### src/rtl/tap_lock_pkg.sv
package tap_lock_pkg;

  typedef enum logic [1:0] {
    MV_HOLD  = 2'd0,
    MV_LEFT  = 2'd1,
    MV_RIGHT = 2'd2
  } tap_move_e;

  // Opposing pulses cancel; a lone pulse picks the direction.
  function automatic tap_move_e decode_move(input logic up, input logic dn);
    if (up && !dn)      return MV_LEFT;
    else if (dn && !up) return MV_RIGHT;
    else                return MV_HOLD;
  endfunction

endpackage

### src/rtl/tap_ptr_shreg.sv
module tap_ptr_shreg #(
  parameter int NUM_TAPS  = 16,
  parameter int RESET_TAP = 0
) (
  input  logic                clk,
  input  logic                rst,
  input  tap_lock_pkg::tap_move_e move,
  output logic [NUM_TAPS-1:0] ptr_q,
  output logic [NUM_TAPS-1:0] ptr_d
);
  import tap_lock_pkg::*;

  localparam logic [NUM_TAPS-1:0] RESET_PTR = NUM_TAPS'(1) << RESET_TAP;

  always_comb begin
    ptr_d = ptr_q;
    unique case (move)
      MV_LEFT:  if (!ptr_q[NUM_TAPS-1]) ptr_d = ptr_q << 1;
      MV_RIGHT: if (!ptr_q[0])          ptr_d = ptr_q >> 1;
      default:  ptr_d = ptr_q;
    endcase
  end

  always_ff @(posedge clk) begin
    if (rst) ptr_q <= RESET_PTR;
    else     ptr_q <= ptr_d;
  end

endmodule

### src/rtl/tap_onehot_enc.sv
module tap_onehot_enc #(
  parameter int NUM_TAPS  = 16,
  parameter int RESET_TAP = 0,
  localparam int SEL_W    = $clog2(NUM_TAPS)
) (
  input  logic                clk,
  input  logic                rst,
  input  logic [NUM_TAPS-1:0] ptr_next,
  output logic [SEL_W-1:0]    sel_q
);

  logic [SEL_W-1:0] sel_d;

  // Priority encoder: the highest set bit wins.
  always_comb begin
    sel_d = '0;
    for (int i = 0; i < NUM_TAPS; i++) begin
      if (ptr_next[i]) sel_d = SEL_W'(i);
    end
  end

  always_ff @(posedge clk) begin
    if (rst) sel_q <= SEL_W'(RESET_TAP);
    else     sel_q <= sel_d;
  end

endmodule

### src/rtl/tap_lock_detect.sv
module tap_lock_detect #(
  parameter int LOCK_CYCLES = 4,
  localparam int CNT_W      = $clog2(LOCK_CYCLES + 1)
) (
  input  logic clk,
  input  logic rst,
  input  logic err,
  output logic locked_q
);

  localparam logic [CNT_W-1:0] CNT_MAX = CNT_W'(LOCK_CYCLES);

  logic [CNT_W-1:0] quiet_q;
  logic [CNT_W-1:0] quiet_d;

  always_comb begin
    if (err)                    quiet_d = '0;
    else if (quiet_q == CNT_MAX) quiet_d = quiet_q;
    else                         quiet_d = quiet_q + CNT_W'(1);
  end

  always_ff @(posedge clk) begin
    if (rst) begin
      quiet_q  <= '0;
      locked_q <= 1'b0;
    end else begin
      quiet_q  <= quiet_d;
      locked_q <= (quiet_d == CNT_MAX);
    end
  end

endmodule

### src/rtl/tap_lock_ctrl.sv
module tap_lock_ctrl #(
  parameter int NUM_TAPS    = 16,
  parameter int LOCK_CYCLES = 4,
  parameter int RESET_TAP   = 0
) (
  input  logic                        clk,
  input  logic                        rst,
  input  logic                        pump_up_i,
  input  logic                        pump_dn_i,
  output logic [$clog2(NUM_TAPS)-1:0] tap_sel_o,
  output logic                        locked_o,
  output logic [NUM_TAPS-1:0]         tap_ptr_o
);
  import tap_lock_pkg::*;

  tap_move_e           move;
  logic                err;
  logic [NUM_TAPS-1:0] ptr_next;

  assign move = decode_move(pump_up_i, pump_dn_i);
  assign err  = pump_up_i | pump_dn_i;

  tap_ptr_shreg #(.NUM_TAPS(NUM_TAPS), .RESET_TAP(RESET_TAP)) u_ptr (
    .clk   (clk),
    .rst   (rst),
    .move  (move),
    .ptr_q (tap_ptr_o),
    .ptr_d (ptr_next)
  );

  tap_onehot_enc #(.NUM_TAPS(NUM_TAPS), .RESET_TAP(RESET_TAP)) u_enc (
    .clk      (clk),
    .rst      (rst),
    .ptr_next (ptr_next),
    .sel_q    (tap_sel_o)
  );

  tap_lock_detect #(.LOCK_CYCLES(LOCK_CYCLES)) u_lock (
    .clk      (clk),
    .rst      (rst),
    .err      (err),
    .locked_q (locked_o)
  );

endmodule

### config.mk
export PLATFORM = sky130hd
export DESIGN_NAME = tap_lock_ctrl
export DESIGN_NICKNAME = d
export VERILOG_FILES = /design/src/rtl/tap_lock_pkg.sv /design/src/rtl/tap_ptr_shreg.sv /design/src/rtl/tap_onehot_enc.sv /design/src/rtl/tap_lock_detect.sv /design/src/rtl/tap_lock_ctrl.sv
export SDC_FILE = /design/constraint.sdc
export NUM_CORES = 1
export LEC_CHECK = 0
export CELL_PAD_IN_SITES_DETAIL_PLACEMENT = 1
export CELL_PAD_IN_SITES_GLOBAL_PLACEMENT = 1
export CORE_UTILIZATION = 41
export DETAILED_ROUTE_END_ITERATION = 8
export DONT_BUFFER_PORTS = 1
export PLACE_DENSITY_LB_ADDON = 0.1
export SYNTH_ARGS = -nofsm -noshare
export SYNTH_HDL_FRONTEND = slang
export SYNTH_SLANG_ARGS = --single-unit
### constraint.sdc
create_clock -name clk -period 1.9 [get_ports clk]
set_input_delay 0.285 -clock clk [delete_from_list [all_inputs] [get_ports clk]]
set_output_delay 0.285 -clock clk [all_outputs]
set_load 0.005 [all_outputs]
# --- Word level (Yosys, flattened, before mapping) ---
# Index checks and enable logic that the tools add are counted.
word_totals:
  memories: 0
  output_inout_bits: 21
  ram_bits: 0
  latchBits: 0
  mem_bits_ro: 0
  input_bits: 4
  ff_bits: 24
  word_cells: 40
op_classes:
  div_mod_pow: 0
  n_mux: 22
  n_eq_ne: 5
  n_bitwise: 1
  addsub: 1
  n_mul: 0
  order_cmp: 0
  shifts: 0
  n_reduce_logical: 6
ops:
  columns: ["cell", "count"]
  rows:
  - ["2-to-1 mux 16 bit", 2]
  - ["2-to-1 mux 4 bit", 8]
  - ["one-hot mux 16 bit (2 select lines)", 1]
  - ["2-to-1 mux 3 bit", 6]
  - ["2-to-1 mux 2 bit", 4]
  - ["== test 3 bit (second input constant)", 2]
  - ["adder 3 x 1 -> 3 bit (second input constant)", 1]
  - ["== test 2 x 1 -> 1 bit (second input constant)", 1]
  - ["== test 2 bit (second input constant)", 1]
  - ["logical AND 1 bit", 2]
  - ["zero test 1 bit", 2]
  - ["inequality test 2 bit (second input constant)", 1]
  - ["AND reduction 2 bit", 1]
  - ["nonzero test 2 bit", 1]
  - ["2-to-1 mux 1 bit", 1]
  - ["OR 1 bit", 1]

# --- Depth between registers and ports, before layout ---
# Gate-level depths: netlist of the first run.
depth:
  ltp_word: 21
  ltp_mapped: 11
  ltp_nobuf: 8

# --- Cells and area by module ---
# A second synthesis of the first run with hierarchy kept.
hier_totals:
  cells_unflattened: 160
  area_unflattened_um2: 1377.6
by_module_without_submodules:
  columns: ["module", "seq_area_each_um2", "area_per_inst_um2", "instances", "cells_per_inst"]
  rows:
  - ["tap_ptr_shreg", 320.3, 930.9, 1, 109]
  - ["tap_onehot_enc", 80.1, 232.7, 1, 29]
  - ["tap_lock_detect", 80.1, 195.2, 1, 19]
  - ["tap_lock_ctrl", 0.0, 18.8, 1, 3]

# --- Least setup slack after synthesis of the first run ---
# OpenSTA, ideal clock, no wires.
synth_path:
  path_kind: "input -> register"
  startpoint: "in pump_up_i"
  endpoint: "reg u_enc.sel_q[0]"
  arrival_time_ns: 1.885
  setup_ns: 0.136
  path_stages: 11
  path_buffers: 3
  path_slack_ns: -0.121
  required_ns: 1.764
  cell_sequence: "inv_1 -> ha_1 -> buf_4 -> a21bo_1 -> nand2b_4 -> buf_6 -> buf_6 -> a22oi_2 -> o211ai_2 -> a31oi_1 -> o32ai_1"
synth_via:
  elab_chain_len: 21
  elab_cells_between_ends: 23
  classes_between: "eq/ne: 2; mux: 18; reduce/logical: 3"
synth_rtl:
  columns: ["element", "line_no", "rtl"]
  rows:
  - ["start: declaration", "tap_lock_ctrl.sv:8", "input logic pump_up_i,"]
  - ["zero test 1 bit", "tap_lock_pkg.sv:12", "else if (dn && !up) return MV_RIGHT;"]
  - ["logical AND 1 bit", "tap_lock_pkg.sv:12", null]
  - ["2-to-1 mux 2 bit", "tap_lock_pkg.sv:12", null]
  - ["2-to-1 mux 2 bit *", "tap_lock_pkg.sv:11", "if (up && !dn) return MV_LEFT;"]
  - ["== test 2 bit / == test 2 x 1 -> 1 bit (equally long branches)", "tap_ptr_shreg.sv:17", "unique case (move)"]
  - ["one-hot mux 16 bit (2 select lines) *", "tap_ptr_shreg.sv:17", null]
  - ["2-to-1 mux 1 bit", "tap_onehot_enc.sv:18", "if (ptr_next[i]) sel_d = SEL_W'(i);"]
  - ["2-to-1 mux 2 bit (2 in series)", "tap_onehot_enc.sv:18", null]
  - ["2-to-1 mux 3 bit (4 in series)", "tap_onehot_enc.sv:18", null]
  - ["2-to-1 mux 4 bit (7 in series)", "tap_onehot_enc.sv:18", null]
  - ["2-to-1 mux 4 bit *", "tap_onehot_enc.sv:18", null]
  - ["end signal: assignment", "tap_onehot_enc.sv:23", "if (rst) sel_q <= SEL_W'(RESET_TAP);"]
  - ["end signal: assignment", "tap_onehot_enc.sv:24", "else sel_q <= sel_d;"]
  - ["end: declaration", "tap_onehot_enc.sv:9", "output logic [SEL_W-1:0] sel_q"]
# Mark *: on every way between the ends. The rest lies on a longest branch, timed or not.
# A chain may end at the register's enable or synchronous reset.

# --- Final worst setup path of the first run ---
layout_path:
  startpoint: "reg u_ptr.ptr_q[0]"
  endpoint: "reg u_enc.sel_q[3]"
layout_via:
  elab_chain_len: 10
layout_rtl:
  columns: ["element", "line_no", "rtl"]
  rows:
  - ["start: declaration", "tap_ptr_shreg.sv:8", "output logic [NUM_TAPS-1:0] ptr_q,"]
  - ["start signal: assignment", "tap_ptr_shreg.sv:26", "else ptr_q <= ptr_d;"]
  - ["2-to-1 mux 16 bit *", "tap_ptr_shreg.sv:19", "MV_RIGHT: if (!ptr_q[0]) ptr_d = ptr_q >> 1;"]
  - ["one-hot mux 16 bit (2 select lines) *", "tap_ptr_shreg.sv:17", null]
  - ["2-to-1 mux 4 bit (7 in series)", "tap_onehot_enc.sv:18", null]
  - ["2-to-1 mux 4 bit *", "tap_onehot_enc.sv:18", null]
# Marked as above.

==> results.json, run 1 <==
{
  "outcome": "complete, no violations",
  "remaining_drc_errors": 0,
  "crit_buf_inv": 1,
  "setup_viol": 0,
  "areaGrowthSynthToFinish_pct": 21.7,
  "path_delay_family": "compound AO/OA/AOI/OAI gates",
  "period_needed_ps": 1870,
  "timing.final.crit_share": 0.983,
  "power_frac_seq": 0.537,
  "final-hold-violation-count": 0,
  "synth_top_cell_area_share": 0.351,
  "skew_ps": 16.4,
  "yosys.area_share.adder": 0.0457,
  "grt_max_degree": 27,
  "grt.overflow.total": 0,
  "cts_tree": "yes",
  "slew_headroom": 0.715,
  "chipWidth_microns": 59.8,
  "firstDrtPassIters": 4,
  "nets": 189,
  "cts_root_buf": "clkbuf_4",
  "rsz0062_at_grt": "true",
  "place.gp.congestion": 0.785,
  "r2r_start": "u_ptr.ptr_q[0]$_SDFFE_PP1P_",
  "ys_seq_elements": 24,
  "drt-total-wl_microns": 4130,
  "pin_count": 25,
  "clock_latency_ps": 320,
  "dpl.hpwl_microns": 2820,
  "yosysTopAreaCell": "dfxtp_1",
  "fin_util": 0.538,
  "drt_iter0_markers": 97,
  "arrival_ps": 2070,
  "start_util": 0.442,
  "min_to": "u_ptr.ptr_q[5]$_SDFF_PP0_",
  "whs_path_depth": 1,
  "net-switching-power_mw": 0.254,
  "path_clk_slew_ps": 150,
  "critical_path.max_fanout": 9,
  "synth_top_family_by_area": "compound AO/OA/AOI/OAI gates",
  "die_y_microns": 59.8,
  "syn_area_per_cell_sq_um": 8.35,
  "crit_path_max_incr_delay_ps": 360,
  "htree_num_levels": 1,
  "ys_warn_count": 0,
  "netSwitchingFraction": 0.265,
  "grt.total_usage": 0.238,
  "rows": 20,
  "antenna_left": 0,
  "path_class": "reg -> reg",
  "crit_chain": "buf_6 -> a21bo_4 -> nand2b_4 -> a22o_1 -> a221oi_2 -> and3_1 -> a21oi_1",
  "reg2regPathDepth": 7,
  "start_kind": "flop",
  "ys_types": 38,
  "core_sq_um": 3100,
  "synthTopCellsByArea": "dfxtp_1, a22o_1, nor2_1",
  "r2r-end": "u_enc.sel_q[3]$_SDFF_PP0_",
  "netlist_top_cells_count": "dfxtp_1, nor2_1, nand2_1",
  "min_path_type": "in -> reg",
  "comb_power_share": 0.176,
  "io_buffer_count": 0,
  "p_leak_nw": 0.650,
  "fmax_mhz": 535,
  "post_drt_wl_per_cell_microns": 18.5,
  "synth_flop_cell": "dfxtp_1",
  "antenna_cells": 0,
  "grt_pass1_vias": 1338,
  "routed-via-count": 1340,
  "synth_xor_area_frac": 0.00639,
  "vias_per_cell": 6.01,
  "synthCells": 164,
  "maxCapViolations": 0,
  "cts_buffer_depth": 2,
  "r2r_setup_slack_ps": 30,
  "cp_data_required_time_ps": 2110,
  "clkPwrFrac": 0.288,
  "synthSimpleGateAreaFrac": 0.208,
  "synth_seq_area_share": 0.351,
  "synth-edff-count": 0,
  "yosys.cell_count.top_type": "dfxtp_1",
  "vdd_drop_max_mv": 0.452,
  "endpoint_kind": "flop",
  "synth_compound_area_frac": 0.322,
  "cts_sinks": 24,
  "crit_slowest_cell": "dfxtp_2",
  "p_total_mw": 0.960,
  "report.final.slew_viol_count": 0,
  "grt_pass1_wl_microns": 6380,
  "drive_above_1_share": 0.240,
  "async_flop_share": 0,
  "worstMarginPinSlew_ps": 428,
  "internal-power_mw": 0.705,
  "cts_made_buffers": 3,
  "hp-start": "rst",
  "antenna_found_initial": 0,
  "synth_area_sq_um": 1370,
  "syn_nets": 173,
  "dieArea_sq_um": 3580,
  "muxShareOfSynthArea": 0,
  "p_per_area_nw_per_um2": 575
}
[area by class of cell]
type / instances / area, sq um
clock buffer: 4 / 36.3
fill: 386 / 1440
inverter: 5 / 36.3
multi-input combinational: 123 / 865
sequential: 24 / 482
tap: 44 / 55.1
timing repair buffer: 23 / 194
[what timing repair did]
action / 4_1_cts / 5_1_grt
hold endpoints to repair: 2 / 12
pin swaps: 0 / 5
setup buffers: 0 / 1
gates resized for setup: 1 / 10
hold buffers: 1 / 1
endpoints found under the setup margin: 1 / 3
gates cloned: 0 / 1
[cell usage in the layout (no fill, tap or decap), types with 2 or more instances in the layout]
master / n
ha_1: 4
nor2_1: 23
inv_1: 3
a22oi_2: 4
a22oi_1: 7
a22o_1: 13
buf_4: 19
dfxtp_1: 23
a21oi_1: 7
nand3b_1: 8
a31oi_1: 2
nand2_1: 13
clkbuf_4: 3
o21ai_0: 7
dlygate4sd3_1: 2
nand4_1: 3
nand2b_4: 2
o2bb2ai_1: 2
nor2b_1: 2
a21boi_0: 3
nand2b_1: 2
[flip-flops by register name, indices dropped and copies added (netlist names)]
register / flops
u_ptr.ptr_q: 16
u_lock.quiet_q: 3
u_lock.locked_q: 1
u_enc.sel_q: 4
[power by group through the flow]
stage | Combinational (mW) | Clock (mW) | Sequential, mW
after floorplan | 0.104 | 0 | 0.524
after global placement | 0.137 | 0 | 0.525
after detailed placement | 0.140 | 0 | 0.525
after CTS | 0.145 | 0.284 | 0.515
after global routing | 0.179 | 0.310 | 0.516
final | 0.168 | 0.276 | 0.515
[through the flow]
step	area (sq um)	setup TNS (ps)	instances	hold slack (ps)	setup slack (ps)
6_report	1670	0	223	19.2	32.2
5_1_grt	1670	-5.07	223	-9.14	-5.07
4_1_cts	1600	0	220	2.99	40.0
3_5_place_dp	1550	-318	215	360	-156
3_3_place_gp	1550	-150	215	358	-53.5
2_1_floorplan	1410	-11.5	164	489	-11.5
[how the worst max path moves through the flow]
stage / endpoint / cells after the start / from / slack (ps)
after floorplan: u_enc.sel_q[0]$_SDFF_PP0_ / 11 / pump_up_i / -10
after global placement: u_enc.sel_q[1]$_SDFF_PP0_ / 8 / pump_up_i / -50
after detailed placement: u_enc.sel_q[1]$_SDFF_PP0_ / 8 / pump_up_i / -160
after CTS: u_enc.sel_q[1]$_SDFF_PP0_ / 6 / u_ptr.ptr_q[15]$_SDFF_PP0_ / 40
after global routing: u_enc.sel_q[3]$_SDFF_PP0_ / 7 / u_ptr.ptr_q[0]$_SDFFE_PP1P_ / -5
final: u_enc.sel_q[3]$_SDFF_PP0_ / 7 / u_ptr.ptr_q[0]$_SDFFE_PP1P_ / 30
[layer usage]
| layer | wire length [microns] | track usage | up-vias |
|---|---|---|---|
| met5 | 0 | 0 | - |
| met4 | 45 | 0.0465 | 0 |
| met3 | 221 | 0.0606 | 6 |
| met2 | 2020 | 0.390 | 38 |
| met1 | 1840 | 0.316 | 667 |
| li1 | - | - | 629 |
[logic make-up after synthesis]
| group | after synthesis |
|---|---|
| buffers and inverters | 18 |
| and+or+nand+nor | 58 |
| xor gates and xnor gates | 1 |
| adders and majority gates | 5 |
| DFF | 24 |
| AOI/OAI and AO/OA | 58 |
No activity file was read; power rests on OpenSTA's default activity.
==> inputs of run 2 (changes only) <==
Settings changed: CTS_CLUSTER_DIAMETER from default to 150.
==> results of run 2 <==
Same layout as run 1: the final DEF is identical, and so are final timing and power.
==> inputs of run 3 (changes only) <==
Settings changed: ABC_AREA from default to 0, CORE_UTILIZATION 41 to 24.
==> run 3 against run 2 <==
Against the previous run: routed wire length grew 4.8%; via count shrank 4.1%; first-iteration DRC count shrank 30%; combinational power shrank 12%; clock skew shrank 15 ps; maximum frequency grew 7.4%; total power grew 17%; global-route usage shrank 8.6 points; critical endpoint is now u_enc.sel_q[2]$_SDFF_PP0_.
==> results.json, run 3 (synthesis results as in run 1) <==
{
  "grt_max_degree": 25,
  "cts_buffer_depth": 2,
  "report.final.slew_viol_count": 0,
  "htree_num_levels": 1,
  "grt_pass1_wl_microns": 7120,
  "cts_sinks": 24,
  "timing.final.crit_share": 0.916,
  "min_path_type": "in -> reg",
  "grt.total_usage": 0.152,
  "place_area_sq_um": 1630,
  "r2r_start": "u_ptr.ptr_q[0]$_SDFFE_PP1P_",
  "period_needed_ps": 1740,
  "grt_pass1_vias": 1339,
  "antenna_cells": 0,
  "slew_headroom": 0.729,
  "fmax_mhz": 575,
  "drt-total-wl_microns": 4330,
  "routed-via-count": 1285,
  "largest_reg_flops": 16,
  "cts_tree": "yes",
  "comb_power_share": 0.130,
  "rsz0062_at_grt": "false",
  "cp_data_required_time_ps": 2070,
  "remaining_drc_errors": 0,
  "startpoint": "u_ptr.ptr_q[0]$_SDFFE_PP1P_",
  "antenna_found_initial": 0,
  "cts_setup_buffers": 0,
  "p_leak_nw": 0.662,
  "r2r_setup_slack_ps": 160,
  "vdd_drop_max_mv": 0.266,
  "worstMarginPinSlew_ps": 404,
  "reg2regPathDepth": 6,
  "rows": 27,
  "chipWidth_microns": 77.6,
  "p_per_area_nw_per_um2": 661,
  "tns_ps": 0,
  "arrival_ps": 1910,
  "clkPwrFrac": 0.413,
  "internal-power_mw": 0.858,
  "netSwitchingFraction": 0.239,
  "start_kind": "flop",
  "dp_slack_ps": -212,
  "cts_made_buffers": 3,
  "final-hold-violation-count": 0,
  "critical_path.max_fanout": 11,
  "post_drt_wl_per_cell_microns": 17.1,
  "p_total_mw": 1.13,
  "path_clk_slew_ps": 90,
  "layout.cells.non_filler": 253,
  "antenna_left": 0,
  "maxCapViolations": 0,
  "drive_above_1_share": 0.227,
  "cts_root_buf": "clkbuf_8",
  "endpoint_kind": "flop",
  "pin_count": 25,
  "dp.cells": 249,
  "clock_latency_ps": 270,
  "areaGrowthSynthToFinish_pct": 24.6,
  "mostFrequentLayoutCells": "buf_4, dfxtp_1, nor2_1, nand2_1, a22o_1",
  "fillers": 649,
  "setup_viol": 0,
  "final_area_sq_um": 1710,
  "firstDrtPassIters": 4,
  "vias_per_cell": 5.08,
  "final_common_cell": "buf_4",
  "path_class": "reg -> reg",
  "net-switching-power_mw": 0.269,
  "die_y_microns": 77.6,
  "power_frac_seq": 0.457,
  "place.gp.congestion": 0.743,
  "skew_ps": 1.44,
  "reg.largest.list": "u_ptr.ptr_q: 16 flops, u_enc.sel_q: 4 flops, u_lock.quiet_q: 3 flops",
  "r2r-end": "u_enc.sel_q[2]$_SDFF_PP0_",
  "nets": 191,
  "dieArea_sq_um": 6010,
  "dpl.hpwl_microns": 3170,
  "drt_iter0_markers": 68,
  "fin_ws_ps": 161,
  "io_buffer_count": 0,
  "core_sq_um": 5510,
  "start_util": 0.249,
  "cp-endpoint": "u_enc.sel_q[2]$_SDFF_PP0_",
  "grt.overflow.total": 0,
  "outcome": "complete, no violations",
  "regMostFlops": "u_ptr.ptr_q"
}
==> run 3: changes by cell type in the layout (fill, tap and decap cells not counted), sizes merged <==
cell / change
clkbuf: -1
dlygate4sd3: -2
buf: +5
nand2b: -1
bufinv: +1
==> run 3: cell type report <==
type | instances | area, sq um | share of cell area
inverters | 5 | 36.3 | 0.0213
repair buffers | 26 | 208 | 0.122
flip-flops and latches | 24 | 480 | 0.282
multi-input cells | 122 | 821 | 0.481
clock inverters | 1 | 30.0 | 0.0176
clock buffers | 3 | 41.3 | 0.0242
well taps | 72 | 90.1 | 0.0528
==> run 3: what timing repair did <==
| action | CTS | global route |
|---|---|---|
| hold endpoints to repair | 0 | 0 |
| setup endpoints to repair | 1 | 0 |
| gates resized for setup | 2 | 0 |
| hold buffers | 0 | 0 |
==> run 3: worst min path at each step <==
stage,endpoint,from,cells past startpoint,slack [ps]
final,u_ptr.ptr_q[12]$_SDFF_PP0_,rst,1,60
after global routing,u_ptr.ptr_q[9]$_SDFF_PP0_,rst,1,50
after CTS,u_ptr.ptr_q[11]$_SDFF_PP0_,rst,1,60
after detailed placement,u_ptr.ptr_q[12]$_SDFF_PP0_,rst,1,360
after global placement,u_ptr.ptr_q[10]$_SDFF_PP0_,rst,1,360
after floorplan,u_lock.quiet_q[1]$_SDFF_PP0_,rst,2,490
==> run 3: power by group through the flow <==
stage	combinational, mW	sequential (mW)	clock [mW]
2_1_floorplan	0.104	0.524	0
3_3_place_gp	0.145	0.526	0
3_5_place_dp	0.146	0.527	0
4_1_cts	0.148	0.515	0.486
5_1_grt	0.161	0.516	0.503
6_report	0.147	0.515	0.465
==> run 3: routing by layer <==
metal  GRT usage  wire length, microns  vias up
met5           0                     0        -
met4      0.0396                    44        0
met3      0.0247                   261        5
met2       0.250                  2020       25
met1       0.206                  2000      625
li1            -                     -      630
==> run 3: through the flow <==
step	hold slack, ps	utilization
after global routing	54.0	0.310
after detailed placement	362	0.296
after floorplan	489	-
final	64.6	0.310
after global placement	359	0.296
after CTS	58.4	0.310
==> run 3: critical path, stage by stage, from the launching register on <==
cell and delay (ps):
dfxtp_1 370, a21bo_1 210, nand2b_4 220, buf_4 180
a221oi_2 340, and3_1 240, a21oi_1 70
